<file path="src/rtl/pflash_pkg.sv">
package pflash_pkg;
    typedef enum logic [1:0] {
        OP_READ    = 2'd0,
        OP_LOAD    = 2'd1,
        OP_PROG_ER = 2'd2,
        OP_PROG_NE = 2'd3
    } op_e;

    typedef enum logic [2:0] {
        ST_IDLE,
        ST_XFER,
        ST_GAP,
        ST_POLL,
        ST_ACK
    } state_e;

    localparam logic [7:0] OPC_READ  = 8'h52;
    localparam logic [7:0] OPC_LOAD0 = 8'h53;
    localparam logic [7:0] OPC_LOAD1 = 8'h55;
    localparam logic [7:0] OPC_PRE0  = 8'h83;
    localparam logic [7:0] OPC_PRE1  = 8'h86;
    localparam logic [7:0] OPC_PRN0  = 8'h88;
    localparam logic [7:0] OPC_PRN1  = 8'h89;
    localparam logic [7:0] OPC_STAT  = 8'hD7;

    localparam int ADDR_W     = 24;
    localparam int DUMMY_BITS = 32;
    localparam int FRAME_W    = 8 + ADDR_W + DUMMY_BITS;
endpackage

</file>
<file path="src/rtl/pflash_frame.sv">
module pflash_frame
    import pflash_pkg::*;
#(
    parameter int PAGE_W   = 12,
    parameter int COL_W    = 10,
    parameter int RD_BYTES = 528,
    parameter int CNT_W    = 16
) (
    input  op_e                op,
    input  logic [PAGE_W-1:0]  page,
    input  logic [COL_W-1:0]   col,
    input  logic               buf_sel,
    output logic [FRAME_W-1:0] tx,
    output logic [CNT_W-1:0]   nbits,
    output logic               self_timed
);
    localparam int RSV_W = ADDR_W - PAGE_W - COL_W;
    localparam logic [CNT_W-1:0] NB_READ = CNT_W'(FRAME_W + 8 * RD_BYTES);
    localparam logic [CNT_W-1:0] NB_CMD  = CNT_W'(8 + ADDR_W);

    logic [7:0]        opc;
    logic [ADDR_W-1:0] addr;

    always_comb begin
        unique case (op)
            OP_READ:    opc = OPC_READ;
            OP_LOAD:    opc = buf_sel ? OPC_LOAD1 : OPC_LOAD0;
            OP_PROG_ER: opc = buf_sel ? OPC_PRE1  : OPC_PRE0;
            OP_PROG_NE: opc = buf_sel ? OPC_PRN1  : OPC_PRN0;
            default:    opc = OPC_READ;
        endcase
        addr       = {{RSV_W{1'b0}}, page, (op == OP_READ) ? col : {COL_W{1'b0}}};
        tx         = {opc, addr, {DUMMY_BITS{1'b0}}};
        nbits      = (op == OP_READ) ? NB_READ : NB_CMD;
        self_timed = (op != OP_READ);
    end
endmodule

</file>
<file path="src/rtl/pflash_shift.sv">
module pflash_shift #(
    parameter int FRAME_W = 64,
    parameter int CNT_W   = 16
) (
    input  logic               clk,
    input  logic               rst_n,
    input  logic               start,
    input  logic [FRAME_W-1:0] tx,
    input  logic [CNT_W-1:0]   nbits,
    input  logic               miso,
    output logic               sck,
    output logic               mosi,
    output logic               done,
    output logic               byte_stb,
    output logic [7:0]         rx_byte
);
    logic [FRAME_W-1:0] txsr;
    logic [CNT_W-1:0]   cnt;
    logic               busy, ph;
    logic [2:0]         bitn;
    logic [7:0]         rxsr;

    always_ff @(posedge clk or negedge rst_n) begin
        if (!rst_n) begin
            txsr <= '0; cnt <= '0; busy <= 1'b0; ph <= 1'b0; bitn <= '0;
            rxsr <= '0; sck <= 1'b0; done <= 1'b0; byte_stb <= 1'b0; rx_byte <= '0;
        end else begin
            done     <= 1'b0;
            byte_stb <= 1'b0;
            if (start) begin
                txsr <= tx; cnt <= nbits; busy <= 1'b1;
                ph <= 1'b0; bitn <= '0; sck <= 1'b0;
            end else if (busy) begin
                if (!ph) begin
                    sck  <= 1'b1;
                    rxsr <= {rxsr[6:0], miso};
                    bitn <= bitn + 3'd1;
                    ph   <= 1'b1;
                end else begin
                    sck  <= 1'b0;
                    txsr <= {txsr[FRAME_W-2:0], 1'b0};
                    cnt  <= cnt - 1'b1;
                    ph   <= 1'b0;
                    if (bitn == 3'd0) begin
                        byte_stb <= 1'b1;
                        rx_byte  <= rxsr;
                    end
                    if (cnt == CNT_W'(1)) begin
                        busy <= 1'b0;
                        done <= 1'b1;
                    end
                end
            end
        end
    end

    assign mosi = txsr[FRAME_W-1];
endmodule

</file>
<file path="src/rtl/pflash_wear.sv">
module pflash_wear #(
    parameter int SECT_W = 4,
    parameter int LIMIT  = 10000
) (
    input  logic                    clk,
    input  logic                    rst_n,
    input  logic                    inc,
    input  logic [SECT_W-1:0]       sector,
    output logic [(1<<SECT_W)-1:0]  flag
);
    localparam int NSECT = 1 << SECT_W;
    localparam int CW    = $clog2(LIMIT + 1);

    for (genvar s = 0; s < NSECT; s++) begin : g_sect
        logic [CW-1:0] c;
        always_ff @(posedge clk or negedge rst_n) begin
            if (!rst_n)
                c <= '0;
            else if (inc && sector == SECT_W'(s) && c < CW'(LIMIT))
                c <= c + 1'b1;
        end
        assign flag[s] = (c >= CW'(LIMIT));
    end
endmodule

</file>
<file path="src/rtl/pflash_seq.sv">
module pflash_seq
    import pflash_pkg::*;
#(
    parameter int PAGE_W     = 12,
    parameter int COL_W      = 10,
    parameter int RD_BYTES   = 528,
    parameter int WEAR_LIMIT = 10000,
    parameter int POLL_W     = 16,
    parameter int SECT_LOG2  = 8
) (
    input  logic                            clk,
    input  logic                            rst_n,
    input  logic                            req_valid,
    input  logic [1:0]                      req_op,
    input  logic [PAGE_W-1:0]               req_page,
    input  logic [COL_W-1:0]                req_col,
    input  logic                            req_buf,
    input  logic [POLL_W-1:0]               poll_limit,
    output logic                            ack,
    output logic                            err,
    output logic [7:0]                      rd_data,
    output logic                            rd_valid,
    output logic [(1<<(PAGE_W-SECT_LOG2))-1:0] wear_flag,
    output logic                            spi_sck,
    output logic                            spi_cs_n,
    output logic                            spi_mosi,
    input  logic                            spi_miso
);
    localparam int CNT_W     = 16;
    localparam int SECT_W    = PAGE_W - SECT_LOG2;
    localparam int HDR_BYTES = FRAME_W / 8;

    state_e state_q, state_d;
    op_e    op_in;

    logic [FRAME_W-1:0] fr_tx, sh_tx;
    logic [CNT_W-1:0]   fr_nbits, sh_nbits, byte_cnt;
    logic               fr_st, st_q, rd_q, err_q, cs_n_q;
    logic               sh_start, sh_done, sh_stb, accept, timeout;
    logic [7:0]         rx_byte;
    logic [POLL_W-1:0]  poll_q;

    assign op_in = op_e'(req_op);

    pflash_frame #(.PAGE_W(PAGE_W), .COL_W(COL_W), .RD_BYTES(RD_BYTES), .CNT_W(CNT_W)) u_frame (
        .op(op_in), .page(req_page), .col(req_col), .buf_sel(req_buf),
        .tx(fr_tx), .nbits(fr_nbits), .self_timed(fr_st)
    );

    pflash_shift #(.FRAME_W(FRAME_W), .CNT_W(CNT_W)) u_shift (
        .clk(clk), .rst_n(rst_n), .start(sh_start), .tx(sh_tx), .nbits(sh_nbits),
        .miso(spi_miso), .sck(spi_sck), .mosi(spi_mosi), .done(sh_done),
        .byte_stb(sh_stb), .rx_byte(rx_byte)
    );

    pflash_wear #(.SECT_W(SECT_W), .LIMIT(WEAR_LIMIT)) u_wear (
        .clk(clk), .rst_n(rst_n),
        .inc(accept && (op_in == OP_PROG_ER || op_in == OP_PROG_NE)),
        .sector(req_page[PAGE_W-1 -: SECT_W]), .flag(wear_flag)
    );

    // state register
    always_ff @(posedge clk or negedge rst_n) begin
        if (!rst_n) state_q <= ST_IDLE;
        else        state_q <= state_d;
    end

    assign timeout = ({1'b0, poll_q} + 1'b1) >= {1'b0, poll_limit};

    // next state and frame launch
    always_comb begin
        state_d  = state_q;
        sh_start = 1'b0;
        sh_tx    = fr_tx;
        sh_nbits = fr_nbits;
        accept   = 1'b0;
        unique case (state_q)
            ST_IDLE: if (req_valid) begin
                accept = 1'b1; sh_start = 1'b1; state_d = ST_XFER;
            end
            ST_XFER: if (sh_done) state_d = st_q ? ST_GAP : ST_ACK;
            ST_GAP: begin
                sh_start = 1'b1;
                sh_tx    = {OPC_STAT, {(FRAME_W-8){1'b0}}};
                sh_nbits = CNT_W'(16);
                state_d  = ST_POLL;
            end
            ST_POLL: if (sh_done) state_d = (rx_byte[7] || timeout) ? ST_ACK : ST_GAP;
            ST_ACK:  state_d = ST_IDLE;
            default: state_d = ST_IDLE;
        endcase
    end

    // datapath registers
    always_ff @(posedge clk or negedge rst_n) begin
        if (!rst_n) begin
            st_q <= 1'b0; rd_q <= 1'b0; err_q <= 1'b0; cs_n_q <= 1'b1;
            poll_q <= '0; byte_cnt <= '0;
        end else begin
            if (accept) begin
                st_q <= fr_st; rd_q <= (op_in == OP_READ);
                err_q <= 1'b0; poll_q <= '0; byte_cnt <= '0;
            end else if (sh_stb) begin
                byte_cnt <= byte_cnt + 1'b1;
            end
            if (sh_start)     cs_n_q <= 1'b0;
            else if (sh_done) cs_n_q <= 1'b1;
            if (state_q == ST_POLL && sh_done && !rx_byte[7]) begin
                poll_q <= poll_q + 1'b1;
                if (timeout) err_q <= 1'b1;
            end
        end
    end

    // outputs
    always_comb begin
        ack      = (state_q == ST_ACK);
        err      = ack && err_q;
        spi_cs_n = cs_n_q;
        rd_data  = rx_byte;
        rd_valid = sh_stb && rd_q && (state_q == ST_XFER) && (byte_cnt >= CNT_W'(HDR_BYTES));
    end
endmodule

</file>
<file path="config.mk">
export PLATFORM = sky130hd
export DESIGN_NAME = pflash_seq
export DESIGN_NICKNAME = d
export VERILOG_FILES = /design/src/rtl/pflash_pkg.sv /design/src/rtl/pflash_frame.sv /design/src/rtl/pflash_shift.sv /design/src/rtl/pflash_wear.sv /design/src/rtl/pflash_seq.sv
export SDC_FILE = /design/constraint.sdc
export NUM_CORES = 1
export LEC_CHECK = 0
export BUFFER_PORTS_ARGS = -buffer_cell sky130_fd_sc_hd__buf_2
export CAP_MARGIN = 20
export CELL_PAD_IN_SITES_DETAIL_PLACEMENT = 2
export CELL_PAD_IN_SITES_GLOBAL_PLACEMENT = 2
export CORE_AREA = 2 2 274 141
export DETAILED_ROUTE_END_ITERATION = 6
export DIE_AREA = 0 0 276 143
export MAX_ROUTING_LAYER = met4
export PLACE_DENSITY = 0.85
export REMOVE_ABC_BUFFERS = 1
export SLEW_MARGIN = 20
export SYNTH_ARGS = -nofsm -noshare
export SYNTH_HDL_FRONTEND = slang
export SYNTH_SLANG_ARGS = --single-unit
</file>
<file path="constraint.sdc">
create_clock -name clk -period 5.5 [get_ports clk]
set_input_delay 0.55 -clock clk [delete_from_list [all_inputs] [get_ports clk]]
set_output_delay 0.55 -clock clk [all_outputs]
set_load 0.05 [all_outputs]
</file>
==> impl_metrics.tcl <==
set metrics [dict create \
    synth_largest_type_area_fraction 0.5164 \
    hold_path_class "input pin to async pin" \
    post_cts.repair.setup_buffers 0 \
    pwr_density_cell_nw_per_um2 397.3 \
    totalNegativeSetupSlack_ns 0 \
    route.vias.total 12180 \
    design.core.area_sq_um 36910 \
    synthTopCellsByArea "dfrtp_1 (52%), xnor2_1 (9.4%), nand2_1 (4.8%), ha_1 (4.3%), xor2_1 (3.3%)" \
    required_ns 5.97 \
    timing.final.crit_period_ns 3.472 \
    cts.hold.buffers_added 0 \
    numPortBuffers 74 \
    design.die.area_sq_um 39470 \
    synth_top_area_cell "dfrtp_1" \
    die_h_microns 143 \
    post_synthesis_cell_area_sq_um 16140 \
    synthFlopType "dfrtp_1" \
    post_cts_resized 0 \
    clock.fmax_ghz 0.2880 \
    post-synth-top-count-cell "dfrtp_1" \
    grt_first_pass_wirelength_microns 79670 \
    syn2layout_area_growth_pct 12.44 \
    grt.met1_usage 0.3513 \
    startpoint "poll_q[0]" \
    sw_frac_of_total 0.3472 \
    slew_headroom 0.3925 \
    endpoint_type_of_the_worst_setup_path "flop" \
    vias_per_cell 5.571 \
    critical_path.reg2reg.startpoint "poll_q[0]" \
    power_leakage_nw 8.601 \
    root_buffer "clkbuf_16" \
    gp_congestion 0.7819 \
    finalSetupViolations 0 \
    skew_ns 0.01090 \
    net-switching-power_w 0.002502 \
    clock_power_share 0.313 \
    cts_inserted_buffers 31 \
    post_route_ant_nets 0 \
    critical_path_class "flop to flop" \
    sink_count_of_the_clock_tree 334 \
    timing_hold_violations_final 0 \
    synth_top_cells_by_count "dfrtp_1 (333), nand2_1 (208), xnor2_1 (173), nor2_1 (135), nand3_1 (94)" \
    initial_utilization 0.4372 \
    rsz_0062_raised_after_global_routing "false" \
    intPower_w 0.004705 \
    data_arrival_at_the_endpoint_of_the_critical_path_ns 3.94 \
    cts_tree "done" \
    synth_edf_count 0 \
    grt_pass1_vias 13810 \
    tightestPinTransition_ns 0.9064 \
    synth-async-reset-ratio 1.000 \
    setup.worst_path.start_class "flop" \
    dp.final_hpwl_microns 33060 \
    antenna_cells 0 \
    antenna_found_initial 0 \
    cp_max_fo 6 \
    wl_per_cell_microns 21.93 \
    min_period_over_period 0.6313 \
    ys_ff_latch 334 \
    yosys_synthesis_warning_count 0 \
    clock_tree.buffer_depth 3 \
    finish.net_count 1768 \
    worstReg2RegEnd "err_q" \
    detail_route.first_pass.iterations 4 \
    synth_area_per_cell_sq_um 10.15 \
    global_route.peak_usage_layer "met2" \
    clock_insertion_delay_at_the_later_pin_of_the_skew_report_ns 0.59 \
    post_synth_num_cell_types 62 \
    finalMaxSlewViolations 0 \
    post-route-drc-count 0 \
    rows 50 \
    p_seq_frac 0.454 \
    share_comb_of_total_power 0.232 \
    ff2ff_path_depth 12 \
    grt_max_degree 118 \
    use_met2 0.4265 \
    synthesis.instances 1589 \
    htreeDepth 1 \
    first_iter_violations 765 \
    timing.reg2reg.setup_slack_ns 2.03 \
    synth_sequential_area_ratio 0.5181 \
    drt-total-wl_microns 47950 \
    max-vdd-ir-drop_v 0.0003182 \
    chipWidth_microns 276 \
    design_power_total_w 0.007207 \
    num_io_pins 75 \
    total_gr_overflow 0 \
    max-cap-violations 0 \
    hold_slack_ns 0.004769 \
    cts.clk_slew.worst_paths_ns 0.07 \
    layout-drive-gt1-share 0.1070 \
    run_status "completed" \
    groute.layer.met3.usage 0.03240 \
    globalRouteTotalUtil 0.2615 \
]
[layer usage]
| layer | wire length (microns) | vias up |
|---|---|---|
| li1 | - | 5554 |
| met1 | 22690 | 6378 |
| met2 | 22720 | 159 |
| met3 | 1372 | 87 |
| met4 | 1165 | 0 |
| met5 | 0 | - |
[power groups by stage]
stage	Sequential, W	Combinational, W	Clock (W)
global placement	0.00325	0.00149	0
floorplan	0.00329	0.000973	0
finish	0.00327	0.00167	0.00226
detailed placement	0.00330	0.00164	0
global route	0.00333	0.00188	0.00240
CTS	0.00327	0.00170	0.00231
[worst max path at each step]
| stage | cells after the start | slack (ns) | to |
|---|---|---|---|
| 6_report | 12 | 2.03 | err_q |
| 5_1_grt | 11 | 1.69 | state_q[2] |
| 4_1_cts | 12 | 2.02 | err_q |
| 3_5_place_dp | 12 | 2.11 | err_q |
| 3_3_place_gp | 12 | 2.28 | err_q |
| 2_1_floorplan | 6 | 1.25 | u_shift.cnt[12] |
[sequential cells by signal (all words and copies together) (netlist names), 3 cells and up]
name	flops
byte_cnt	16
poll_q	16
state_q	3
u_shift.bitn	3
u_shift.cnt	16
u_shift.rx_byte	8
u_shift.rxsr	8
u_shift.txsr	32
u_wear.g_sect.c	224
[cell type report]
class / instances / area, sq um
inverters: 71 / 266.5
multi-input cells: 1145 / 7377
clock inverters: 17 / 163.9
well taps: 494 / 618.1
flip-flops and latches: 334 / 8359
fillers: 3777 / 18770
clock buffers: 40 / 869.6
repair buffers: 85 / 488.0
[cells in the final DEF (no fill, tap or decap), types with 31 or more instances in the layout]
cell type / count
a21oi_1: 48
and3_1: 54
buf_2: 73
clkbuf_16: 31
dfrtp_1: 333
ha_1: 55
inv_1: 70
nand2_1: 208
nand3_1: 94
nand4_1: 41
nor2_1: 135
o21ai_0: 79
xnor2_1: 173
xor2_1: 60
[worst max-delay path, cell delays in order, from the launching register on]
cell and delay [ns]:
dfrtp_1 0.43, ha_1 0.30, nand4_1 0.17, nor2_1 0.38, nand2_1 0.24, nor2_1 0.18, xor2_1 0.23, ha_1 0.30
a21o_1 0.17, a21oi_1 0.13, o21ai_0 0.16, or3_1 0.43, a22o_1 0.25
[through the flow]
stage,setup WS [ns],utilization,cell area (sq um),std cells
2_1_floorplan,1.252,-,15970,1550
3_3_place_gp,2.284,0.4635,17110,2129
3_5_place_dp,2.111,0.4635,17110,2129
4_1_cts,2.021,0.4915,18140,2186
5_1_grt,1.691,0.4915,18140,2186
6_report,2.028,0.4915,18140,2186
[cell families after synthesis]
| logic type | count (synthesis) | share of synthesized area |
|---|---|---|
| AO/OA/AOI/OAI | 189 | 0.07576 |
| adder cells (fa/ha/maj) | 55 | 0.04265 |
| XOR/XNOR | 233 | 0.1265 |
| multiplexers | 11 | 0.007522 |
| buffers and inverters | 110 | 0.02675 |
| flip-flops | 334 | 0.5181 |
| AND/OR/NAND/NOR | 657 | 0.2028 |
Note: power is estimated with default switching activity, not from simulation.
